<file path="config.mk">
export PLATFORM = sky130hd
export DESIGN_NAME = pixel_assembler
export DESIGN_NICKNAME = d
export VERILOG_FILES = /design/src/rtl/pa_pkg.sv /design/src/rtl/pa_ctrl.sv /design/src/rtl/pa_datapath.sv /design/src/rtl/pixel_assembler.sv
export SDC_FILE = /design/constraint.sdc
export NUM_CORES = 1
export LEC_CHECK = 0
export ABC_CLOCK_PERIOD_IN_PS = 2800
export BUFFER_PORTS_ARGS = -buffer_cell sky130_fd_sc_hd__buf_2
export CAP_MARGIN = 15
export CORE_UTILIZATION = 55
export CTS_CLUSTER_DIAMETER = 200
export CTS_CLUSTER_SIZE = 30
export DETAILED_ROUTE_END_ITERATION = 10
export PLACE_DENSITY = 0.79
export SLEW_MARGIN = 0
export SYNTH_ARGS = -nofsm -noshare
export SYNTH_HDL_FRONTEND = slang
export SYNTH_SLANG_ARGS = --single-unit
</file>
<file path="constraint.sdc">
create_clock -name clk -period 2.8 [get_ports clk]
set_input_delay 0.42 -clock clk [delete_from_list [all_inputs] [get_ports clk]]
set_output_delay 0.42 -clock clk [all_outputs]
set_load 0.005 [all_outputs]
</file>
<file path="src/rtl/pa_pkg.sv">
package pa_pkg;
  localparam int DATA_W = 16;
  localparam int COMP_W = 6;
  localparam int PIX_W  = 3 * COMP_W;
  localparam int PHASE_W = 2;

  typedef enum logic [1:0] {
    FMT_444    = 2'b00,
    FMT_565    = 2'b01,
    FMT_666    = 2'b10,
    FMT_666ALT = 2'b11
  } fmt_e;

  typedef struct packed {
    logic keepFirst;
    logic keepSecond;
    logic commit;
  } strobe_t;
endpackage

</file>
<file path="src/rtl/pa_ctrl.sv">
module pa_ctrl
  import pa_pkg::*;
(
  input  logic    clk,
  input  logic    rstN,
  input  logic    wrStb,
  input  logic    isCmd,
  input  logic    csN,
  input  logic    busWide,
  input  fmt_e    fmt,
  output strobe_t stb
);
  logic [PHASE_W-1:0] phase, phaseNext, effPhase, lastIdx;
  logic [2:0] modeQ;
  logic       csNq;
  logic       modeChg, csRise, fmtOk, accept, cmdHit, isLast;

  always_comb begin
    unique case (fmt)
      FMT_444: lastIdx = 2'd0;
      FMT_565: lastIdx = busWide ? 2'd0 : 2'd1;
      default: lastIdx = busWide ? 2'd1 : 2'd2;
    endcase
  end

  assign modeChg  = ({busWide, fmt} != modeQ);
  assign csRise   = csN & ~csNq;
  assign fmtOk    = !(fmt == FMT_444 && !busWide);
  assign accept   = wrStb & ~csN & ~isCmd & fmtOk;
  assign cmdHit   = wrStb & ~csN & isCmd;
  assign effPhase = modeChg ? '0 : phase;
  assign isLast   = accept && (effPhase == lastIdx);

  always_comb begin
    if (csRise || cmdHit)  phaseNext = '0;
    else if (accept)       phaseNext = isLast ? '0 : effPhase + 1'b1;
    else                   phaseNext = effPhase;
  end

  assign stb.keepFirst  = accept && !isLast && (effPhase == 2'd0);
  assign stb.keepSecond = accept && !isLast && (effPhase == 2'd1);
  assign stb.commit     = isLast;

  always_ff @(posedge clk) begin
    if (!rstN) begin
      phase <= '0;
      modeQ <= {1'b0, FMT_565};
      csNq  <= 1'b1;
    end else begin
      phase <= phaseNext;
      modeQ <= {busWide, fmt};
      csNq  <= csN;
    end
  end
endmodule

</file>
<file path="src/rtl/pa_datapath.sv">
module pa_datapath
  import pa_pkg::*;
(
  input  logic              clk,
  input  logic              rstN,
  input  strobe_t           stb,
  input  logic              busWide,
  input  fmt_e              fmt,
  input  logic [DATA_W-1:0] dataIn,
  output logic [PIX_W-1:0]  pixOut,
  output logic              pixStb
);
  logic [13:0]        holdA;
  logic [COMP_W-1:0]  holdB;
  logic [COMP_W-1:0]  redC, grnC, bluC;
  logic [5:0]         holdAHi;
  logic [7:0]         holdALo;

  assign holdAHi = holdA[13:8];
  assign holdALo = holdA[7:0];

  function automatic logic [COMP_W-1:0] widen4(input logic [3:0] c);
    return {c, c[3:2]};
  endfunction

  function automatic logic [COMP_W-1:0] widen5(input logic [4:0] c);
    return {c, c[4]};
  endfunction

  always_comb begin
    unique case (fmt)
      FMT_444: begin
        redC = widen4(dataIn[15:12]);
        grnC = widen4(dataIn[11:8]);
        bluC = widen4(dataIn[7:4]);
      end
      FMT_565: begin
        if (busWide) begin
          redC = widen5(dataIn[15:11]);
          grnC = dataIn[10:5];
        end else begin
          redC = widen5(holdALo[7:3]);
          grnC = {holdALo[2:0], dataIn[7:5]};
        end
        bluC = widen5(dataIn[4:0]);
      end
      default: begin
        if (busWide) begin
          redC = holdAHi;
          grnC = holdALo[7:2];
          bluC = dataIn[15:10];
        end else begin
          redC = holdALo[7:2];
          grnC = holdB;
          bluC = dataIn[7:2];
        end
      end
    endcase
  end

  always_ff @(posedge clk) begin
    if (!rstN) begin
      holdA  <= '0;
      holdB  <= '0;
      pixOut <= '0;
      pixStb <= 1'b0;
    end else begin
      if (stb.keepFirst)  holdA <= {dataIn[15:10], dataIn[7:0]};
      if (stb.keepSecond) holdB <= dataIn[7:2];
      if (stb.commit)     pixOut <= {redC, grnC, bluC};
      pixStb <= stb.commit;
    end
  end
endmodule

</file>
<file path="src/rtl/pixel_assembler.sv">
module pixel_assembler
  import pa_pkg::*;
(
  input  logic        clk,
  input  logic        rstN,
  input  logic        wrStb,
  input  logic        isCmd,
  input  logic        csN,
  input  logic        busWide,
  input  logic [1:0]  colorFmt,
  input  logic [15:0] dataIn,
  output logic [17:0] pixOut,
  output logic        pixStb
);
  strobe_t stb;
  fmt_e    fmt;

  assign fmt = fmt_e'(colorFmt);

  pa_ctrl u_ctrl (
    .clk(clk), .rstN(rstN), .wrStb(wrStb), .isCmd(isCmd), .csN(csN),
    .busWide(busWide), .fmt(fmt), .stb(stb)
  );

  pa_datapath u_dp (
    .clk(clk), .rstN(rstN), .stb(stb), .busWide(busWide), .fmt(fmt),
    .dataIn(dataIn), .pixOut(pixOut), .pixStb(pixStb)
  );
endmodule

</file>
Yosys cells after proc, flatten, opt, wreduce, memory -nomap -nowiden. Index checks and enable logic that the tools add are counted. Widths: inputs -> output; s select.

Input bits: 24. Output and inout port bits: 19. Register bits after elaboration: 45.

Eq/ne operators: 4. Reduce and logical (&&, ||, !) cells: 12. Mux-type cells: 14. Bitwise operators: 9. Add/subtract/negate cells: 1.

Operator list (number): $pmux 6 s2 (3); $mux 6 (5); $mux 2 (4); $and 1x1->1 (5); $logic_and 1x1->1 (5); $eq 2x1->1 const B (2); $logic_not 2->1 (2); $not 1->1 (4); $pmux 2 s2 (1); $logic_not 1->1 (3); $ne 3x3->1 (1); $add 2x1->2 const B (1); $eq 2x2->1 (1); $reduce_or 2->1 (1); $logic_or 1x1->1 (1); $mux 1 (1).

Depth between registers and ports, before layout. Gate-level depths: netlist of run 1.

Word-level depth: 8. Mapped depth: 9. Mapped depth without buffers: 8.

By module. From an unflattened synthesis of run 1, not the netlist that was laid out.

Cell total of the unflattened synthesis: 252. Area total of the unflattened synthesis: 2411.1 µm².

Modules (own cells, without submodules): pa_datapath (seq. area each 780.7 µm², instances 1, area an instance 1948.1 µm², cells each 199); pa_ctrl (seq. area each 120.1 µm², instances 1, area an instance 462.9 µm², cells each 53).

Least setup slack after synthesis of run 1. Ideal clock, no wire load.

Path kind: input-to-reg. From: in colorFmt[0]. To: reg u_dp.holdA[7]. Stages on the path: 9. Setup slack: 0.613 ns. Library setup time: 0.119 ns. Arrival time: 2.068 ns. Cells stage by stage: buf_6 > xor2_2 > nor3_1 > nand2_1 > ha_1 > and3_4 > buf_8 > buf_12 > mux2i_1.

Longest elaborated chain between the ends: 8. Elaborated cells on any way between the ends: 14. Those cells by class: eq/ne: 3; mux: 2; bitwise: 1; reduce/logical: 8.

RTL lines: start: declaration (line pixel_assembler.sv:10) `input logic [1:0] colorFmt,`; parallel branches: the longest is 7 deep, another holds $eq 2x1->1; $logic_and 1x1->1 (*) (line pa_ctrl.sv:40) `assign stb.keepFirst = accept && !isLast && (effPhase == 2'd0);`; end signal: assignment (line pa_datapath.sv:68) `if (stb.keepFirst) holdA <= {dataIn[15:10], dataIn[7:0]};`; end: declaration (line pa_datapath.sv:13) `logic [13:0] holdA;`.

Mark *: on every way between the ends. A chain may end at the register's enable or synchronous reset.

Worst setup path after layout of run 1.
From: reg u_ctrl.modeQ[0]. To: reg u_dp.holdA[7].

Longest elaborated chain between the ends: 7. Elaborated cells on any way between the ends: 8. Those cells by class: eq/ne: 2; mux: 1; reduce/logical: 5.

RTL lines: start: declaration (line pa_ctrl.sv:14) `logic [2:0] modeQ;`; start signal: assignment (line pa_ctrl.sv:47) `modeQ <= {1'b0, FMT_565};`; start signal: assignment (line pa_ctrl.sv:51) `modeQ <= {busWide, fmt};`; $ne 3x3->1 (*) (line pa_ctrl.sv:26) `assign modeChg = ({busWide, fmt} != modeQ);`; $mux 2 (*) (line pa_ctrl.sv:31) `assign effPhase = modeChg ? '0 : phase;`; $eq 2x2->1 (line pa_ctrl.sv:32) `assign isLast = accept && (effPhase == lastIdx);`; $logic_and 1x1->1 (line pa_ctrl.sv:32); $logic_not 1->1 (line pa_ctrl.sv:40); $logic_and 1x1->1 (line pa_ctrl.sv:40); $logic_and 1x1->1 (*) (line pa_ctrl.sv:40).

Every way passes the cells marked *; elsewhere a longest branch is shown, timed or not.

==> results of run 1 <==
worst max-delay path: stages (launching register included):
cell and delay [ps]:
dfxtp_1 330, xor2_2 180, or4_4 550, a22oi_4 290, and3_4 410, mux2i_1 240
per-stage QoR:
stage | setup slack [ps] | instances | util, % | area, um2
6_report | 723 | 357 | 66.4 | 2710
3_3_place_gp | 508 | 350 | 64.2 | 2630
3_5_place_dp | 433 | 350 | 64.2 | 2630
4_1_cts | 724 | 357 | 66.4 | 2710
2_1_floorplan | 613 | 269 | - | 2400
5_1_grt | 623 | 357 | 66.4 | 2710
layout make-up:
type                            instances  area, um2
Timing Repair Buffer                   50        270
Multi-Input combinational cell        203       1380
Fill cell                             365       1380
Clock buffer                            7       86.3
Sequential cell                        45        901
Tap cell                               50       62.6
Inverter                                2       7.51
cell families after synthesis:
family          after synthesis  synth area share [%]
compound gates               52                  15.6
xor+xnor                      3                  1.41
fa+ha+maj                     2                  1.04
buf+inv                      21                  4.95
flops                        45                  37.5
mux                          48                  20.0
simple gates                 98                  19.6
cell usage after synthesis (all sizes together), types with 5 or more instances:
| library cell | instances | area [um2] |
|---|---|---|
| nor2 | 9 | 41.3 |
| clkbuf | 12 | 45.0 |
| nor2b | 6 | 37.5 |
| nand4 | 5 | 31.3 |
| a21oi | 13 | 68.8 |
| o21ai | 10 | 50.1 |
| nand2 | 61 | 229 |
| dfxtp | 45 | 901 |
| o22a | 5 | 43.8 |
| a211oi | 5 | 37.5 |
| o211ai | 9 | 67.6 |
| mux2i | 48 | 480 |
| buf | 7 | 66.3 |
how the worst min path moves through the flow:
stage,endpoint
4_1_cts,u_ctrl.csNq
6_report,u_ctrl.csNq
2_1_floorplan,u_dp.holdA[0]
3_5_place_dp,u_dp.pixOut[5]
3_3_place_gp,u_dp.pixOut[5]
5_1_grt,u_ctrl.csNq
power breakdown:
group          total, mW  leakage [nW]  switching (mW)  internal, mW
clock              0.403        0.0443           0.207         0.196
combinational      0.177         0.753           0.105        0.0721
sequential         0.660         0.365         0.00748         0.652
total               1.24          1.16           0.320         0.920
sequential cells by signal (all words and copies together), names as in the netlist:
name / count
u_ctrl.modeQ: 3
u_dp.pixOut: 18
u_dp.holdB: 6
u_ctrl.phase: 2
u_dp.holdA: 14
u_ctrl.csNq: 1
u_dp.pixStb: 1
metal layers:
layer  global-route usage (%)  vias up
li1                         -     1023
met2                     43.5       54
met4                     8.07        0
met3                     5.67        7
met5                        0        -
met1                     30.7      980
cells in the final DEF, fill, tap and decap left out, drive strengths merged, types with 5 or more instances in the layout:
master and n:
dfxtp 45, buf 50, a211oi 5, clkbuf 7
nand2 61, a21oi 13, o211ai 9, nor2 9
nor2b 6, o22a 5, mux2i 48, nand4 5
o21ai 10
==> impl_metrics.py, run 1 <==
metrics = {
    "clocking": {
        "numCtsBuffers": 5,
        "post_cts_buffers": 0,
        "clock-sinks": 45,
        "cts_tree": "done",
        "cts.clk_slew.worst_paths_ps": 80,
        "hold_buffers": 0,
        "clk_latency_ps": 290,
        "root_buffer": "clkbuf_8",
        "post_cts_resized": 0,
        "cts_buffer_depth": 2,
        "ctsHtreeMaxLevel": 2,
    },
    "setup_path": {
        "r2r_cells": 5,
        "arrival_ps": 2300,
        "timing_worst_setup_path_type": "reg2reg",
        "cp_max_fo": 14,
        "crit_path_end": "u_dp.holdA[7]",
        "required_ps": 3020,
        "r2r_end": "u_dp.holdA[7]",
        "r2r-start": "u_ctrl.modeQ[0]",
        "r2r_slack_ps": 720,
        "crit_path_start_kind": "flip-flop",
        "setup.worst_path.end_class": "flip-flop",
        "critical_path.startpoint": "u_ctrl.modeQ[0]",
    },
    "die": {
        "die_area_um2": 4640,
        "die_x_um": 68.1,
        "start_util_pct": 58.8,
        "core_um2": 4090,
        "rows": 23,
        "fp.dieH_um": 68.1,
        "ios": 43,
    },
    "finish": {
        "area_growth_pct": 12.8,
        "antennaDiodeCount": 0,
        "fin_nets": 333,
        "layout-drive-gt1-share_pct": 21.5,
    },
    "sta": {
        "layout_min_cycle_time_ps": 2080,
        "tightest_slew_ps": 621,
        "max_freq_mhz": 482,
        "setup_viol": 0,
        "hold_violations": 0,
        "hold_slack_ps": 356,
        "slew_headroom_pct": 58.2,
        "rsz0062_at_grt": "false",
        "slew_viol_final": 0,
        "tns_ps": 0,
        "period_share_pct": 74.2,
        "finalClockSkew_ps": 4.77,
    },
    "yosys": {
        "yosysWarnings": 0,
        "synthesis.nets": 295,
        "synth_edf_count": 0,
        "synth_cells": 269,
        "async_flop_share_pct": 0,
        "yosysSeqAreaShare_pct": 37.5,
        "ys.flop_type": "dfxtp_1",
        "ys_types": 43,
        "syn_area_um2": 2400,
        "ys_ff_latch": 45,
        "syn_area_per_cell_um2": 8.94,
    },
    "drt": {
        "top_layer_used": "met4",
        "drt_iter0_markers": 104,
        "wl_um": 5390,
        "wl_met2_um": 2650,
        "first_pass_iters": 4,
        "ant_nets": 0,
        "wirelength_met1_um": 2390,
        "drt-vias-per-instance": 5.78,
        "dr_wl_met3_um": 266,
        "num_vias": 2064,
        "route.detailed.drc": 0,
        "wl_per_cell_um": 15.1,
    },
    "placed_design": {
        "port-buffer-count": 42,
        "place_congestion": 0.873,
        "dpl.hpwl_um": 3880,
    },
    "power": {
        "static-leakage-power_nw": 1.16,
        "peakVddDrop_v": 0.000274,
        "report.power.total_mw": 1.24,
        "powerDensity_nw_per_um2": 457,
    },
    "run": {
        "cap_violations": 0,
    },
    "global_routing": {
        "first_global_vias": 1798,
        "overflow": 0,
        "grt_max_degree": 33,
        "grt_pass1_wl_um": 8530,
        "antenna_found_initial": 0,
        "groute.usage.overall_pct": 25.2,
    },
    "worst_hold_path": {
        "holdCritPathClass": "in2reg",
        "hp-start": "csN",
        "whs_path_depth": 2,
    },
    "run_status": {
        "outcome": "complete, no violations",
    },
}
(Power assumes the default switching activity.)
==> inputs of run 2 (changes only) <==
--- a/config.mk
+++ b/config.mk
@@ -5,14 +5,15 @@
 export SDC_FILE = /design/constraint.sdc
 export NUM_CORES = 1
 export LEC_CHECK = 0
-export ABC_CLOCK_PERIOD_IN_PS = 2800
+export ABC_AREA = 1
+export ABC_CLOCK_PERIOD_IN_PS = 1870
 export BUFFER_PORTS_ARGS = -buffer_cell sky130_fd_sc_hd__buf_2
 export CAP_MARGIN = 15
-export CORE_UTILIZATION = 55
+export CORE_UTILIZATION = 51
 export CTS_CLUSTER_DIAMETER = 200
 export CTS_CLUSTER_SIZE = 30
 export DETAILED_ROUTE_END_ITERATION = 10
-export PLACE_DENSITY = 0.79
+export PLACE_DENSITY = 0.76
 export SLEW_MARGIN = 0
 export SYNTH_ARGS = -nofsm -noshare
 export SYNTH_HDL_FRONTEND = slang
==> constraint.sdc (replaced) <==
create_clock -name clk -period 1.87 [get_ports clk]
set_input_delay 0.2805 -clock clk [delete_from_list [all_inputs] [get_ports clk]]
set_output_delay 0.2805 -clock clk [all_outputs]
set_load 0.005 [all_outputs]
==> run 2 against run 1 <==
Cell area rose by 17%; global-route usage rose by 0.87 points; combinational power rose by 120%; utilization fell by 4.5 points; wire length rose by 25%; register-to-register slack got worse by 530 ps; total power rose by 64%; largest cell class unchanged; largest power group unchanged.
==> impl_metrics.py, run 2 <==
metrics = {
    "run_status": {
        "outcome": "complete, no violations",
    },
    "run": {
        "cap_violations": 0,
    },
    "sta": {
        "slew_viol_final": 0,
        "max_freq_mhz": 596,
        "finalClockSkew_ps": 2.73,
        "layout_min_cycle_time_ps": 1680,
        "setup_viol": 0,
        "tns_ps": 0,
        "hold_violations": 0,
        "period_share_pct": 89.8,
        "tightest_slew_ps": 441,
        "slew_headroom_pct": 70.6,
        "hold_slack_ps": 191,
        "rsz0062_at_grt": "false",
    },
    "clocking": {
        "clk_latency_ps": 300,
        "root_buffer": "clkbuf_8",
        "post_cts_buffers": 0,
        "cts.clk_slew.worst_paths_ps": 80,
        "post_cts_resized": 0,
        "cts_buffer_depth": 2,
        "numCtsBuffers": 5,
        "ctsHtreeMaxLevel": 2,
        "hold_buffers": 0,
        "cts_tree": "done",
        "clock-sinks": 45,
    },
    "yosys": {
        "yosys.area_share.simple_pct": 36.6,
        "syn_area_per_cell_um2": 6.02,
        "synthXorXnorAreaFrac_pct": 0.647,
        "synth_common_cells": "nand2_1, inv_1, nor2_1",
        "synth_most_common_cell": "nand2_1",
        "ys.flop_type": "dfxtp_1",
        "yosysSeqAreaShare_pct": 33.3,
        "synthesis.nets": 476,
        "async_flop_share_pct": 0,
        "synth_cells": 450,
        "ys_ff_latch": 45,
        "yosys.area.top_type": "dfxtp_1",
        "synth.area.top_cells": "dfxtp_1, nand2_1, inv_1, nor2_1, nand4_1",
        "ys_types": 29,
        "syn_area_um2": 2710,
        "synth_top_family_by_area": "simple AND/OR/NAND/NOR gates",
        "synth_top_cell_area_share_pct": 33.3,
        "synth_compound_area_share_pct": 10.0,
        "synth_edf_count": 0,
        "synth_mux_area_share_pct": 0,
        "yosysWarnings": 0,
        "yosys.area_share.adder_pct": 0.924,
    },
    "setup_path": {
        "r2r_cells": 8,
        "r2r_slack_ps": 190,
        "crit_slowest_cell": "dfxtp_1",
        "arrival_ps": 1920,
        "setup.worst_path.end_class": "flip-flop",
        "timing_worst_setup_path_type": "reg2reg",
        "required_ps": 2110,
        "crit_top_cell": "buf_4",
        "r2r_end": "u_dp.holdA[7]",
        "cp_max_fo": 11,
        "critPathMaxStageDelay_ps": 340,
        "crit_path_start_kind": "flip-flop",
        "r2r-start": "u_ctrl.modeQ[0]",
        "path_cells": "xnor2_1 > buf_4 > nand3_2 > ha_1 > buf_4 > nand4_1 > nand2_1 > nor2_1",
    },
    "finish": {
        "layout-drive-gt1-share_pct": 17.7,
        "final_cells": 566,
        "antennaDiodeCount": 0,
        "area_growth_pct": 16.7,
        "top_regs": "u_dp.pixOut: 18 flops, u_dp.holdA: 14 flops, u_dp.holdB: 6 flops",
        "largest-register": "u_dp.pixOut",
        "stdcell_area_um2": 3160,
        "final_cell_mix": "nand2_1, inv_1, nor2_1",
        "fin_nets": 521,
        "largest_reg_flops": 18,
        "mostFrequentLayoutCell": "nand2_1",
    },
    "placed_design": {
        "dp.cells": 558,
        "dpl.hpwl_um": 5040,
        "place_congestion": 0.989,
        "placed_area_um2": 3060,
        "port-buffer-count": 42,
    },
    "die": {
        "ios": 43,
        "fp.dieH_um": 74.9,
        "start_util_pct": 53.0,
        "core_um2": 5110,
        "die_area_um2": 5610,
        "die_x_um": 74.9,
        "rows": 26,
    },
    "worst_hold_path": {
        "holdCritPathClass": "in2reg",
        "hold_end": "u_ctrl.csNq",
        "hp-start": "csN",
        "whs_path_depth": 3,
    },
    "drt": {
        "wl_um": 6740,
        "num_vias": 2740,
        "ant_nets": 0,
        "drt_iter0_markers": 156,
        "route.detailed.drc": 0,
        "drt-vias-per-instance": 4.84,
        "first_pass_iters": 5,
        "wl_per_cell_um": 11.9,
    },
    "power": {
        "static-leakage-power_nw": 1.66,
        "peakVddDrop_v": 0.000293,
        "powerDensity_nw_per_um2": 643,
        "report.power.total_mw": 2.03,
    },
    "global_routing": {
        "first_global_vias": 2360,
        "overflow": 0,
        "grt_pass1_wl_um": 11000,
        "groute.usage.overall_pct": 26.1,
        "antenna_found_initial": 0,
        "grt_max_degree": 26,
    },
}
==> run 2: cell types whose count changed after synthesis, moves of 8 or more <==
cell and change:
a21oi_1 +11, nor2_1 +39, mux2i_1 -48, nand4_1 +17, o211ai_1 -8, nand2_1 +76
inv_1 +92, inv_2 +11
==> run 2: per-layer routing <==
layer,global-route usage (%),share of wire (%),up-vias
met5,0,0,-
met4,10.3,2.4,0
met3,5.35,7.4,24
met2,40.3,43,124
met1,35.6,47,1140
li1,-,-,1452
==> run 2: area by class of cell <==
class                           instances  area (um2)
Multi-Input combinational cell        279        1310
Tap cell                               70        87.6
Fill cell                             511        1950
Sequential cell                        45         901
Clock buffer                            6        82.6
Clock inverter                          2        13.8
Timing Repair Buffer                   59         375
Inverter                              105         394
==> run 2: stage by stage <==
step	setup WS, ps	utilization [%]
2_1_floorplan	316	-
3_3_place_gp	72.4	60.0
3_5_place_dp	50.3	60.0
4_1_cts	211	61.9
5_1_grt	27.4	61.9
6_report	191	61.9
==> run 2: worst max-delay path by stage <==
stage / from / to / slack (ps) / depth (start not counted)
after floorplan: colorFmt[1] / u_dp.holdA[13] / 320 / 9
after detailed placement: colorFmt[1] / u_dp.pixOut[9] / 50 / 13
after CTS: u_ctrl.modeQ[0] / u_dp.holdA[7] / 210 / 8
after global routing: u_ctrl.modeQ[2] / u_dp.holdA[10] / 30 / 10
final: u_ctrl.modeQ[0] / u_dp.holdA[7] / 190 / 8
after global placement: colorFmt[1] / u_dp.pixOut[4] / 70 / 13
==> run 2: worst max-delay path, delay by kind of cell (launching register included) <==
kind	cells	cell delay (ps)
xor gates and xnor gates	1	230
adders and majority gates	1	300
buffers and inverters	2	380
DFF	1	340
and+or+nand+nor	4	370
==> run 2: logic make-up (layout without fill, tap and decap cells) <==
kind of cell / count (synthesis) / in the layout
compound gates: 47 / 47
xor+xnor: 2 / 2
fa+ha+maj: 2 / 2
buf+inv: 126 / 172
flops: 45 / 45
simple gates: 228 / 228
==> run 2: power breakdown <==
group | switching (mW) | total (mW) | internal (mW)
sequential | 0.0161 | 1.01 | 0.989
clock | 0.344 | 0.644 | 0.300
combinational | 0.240 | 0.384 | 0.145
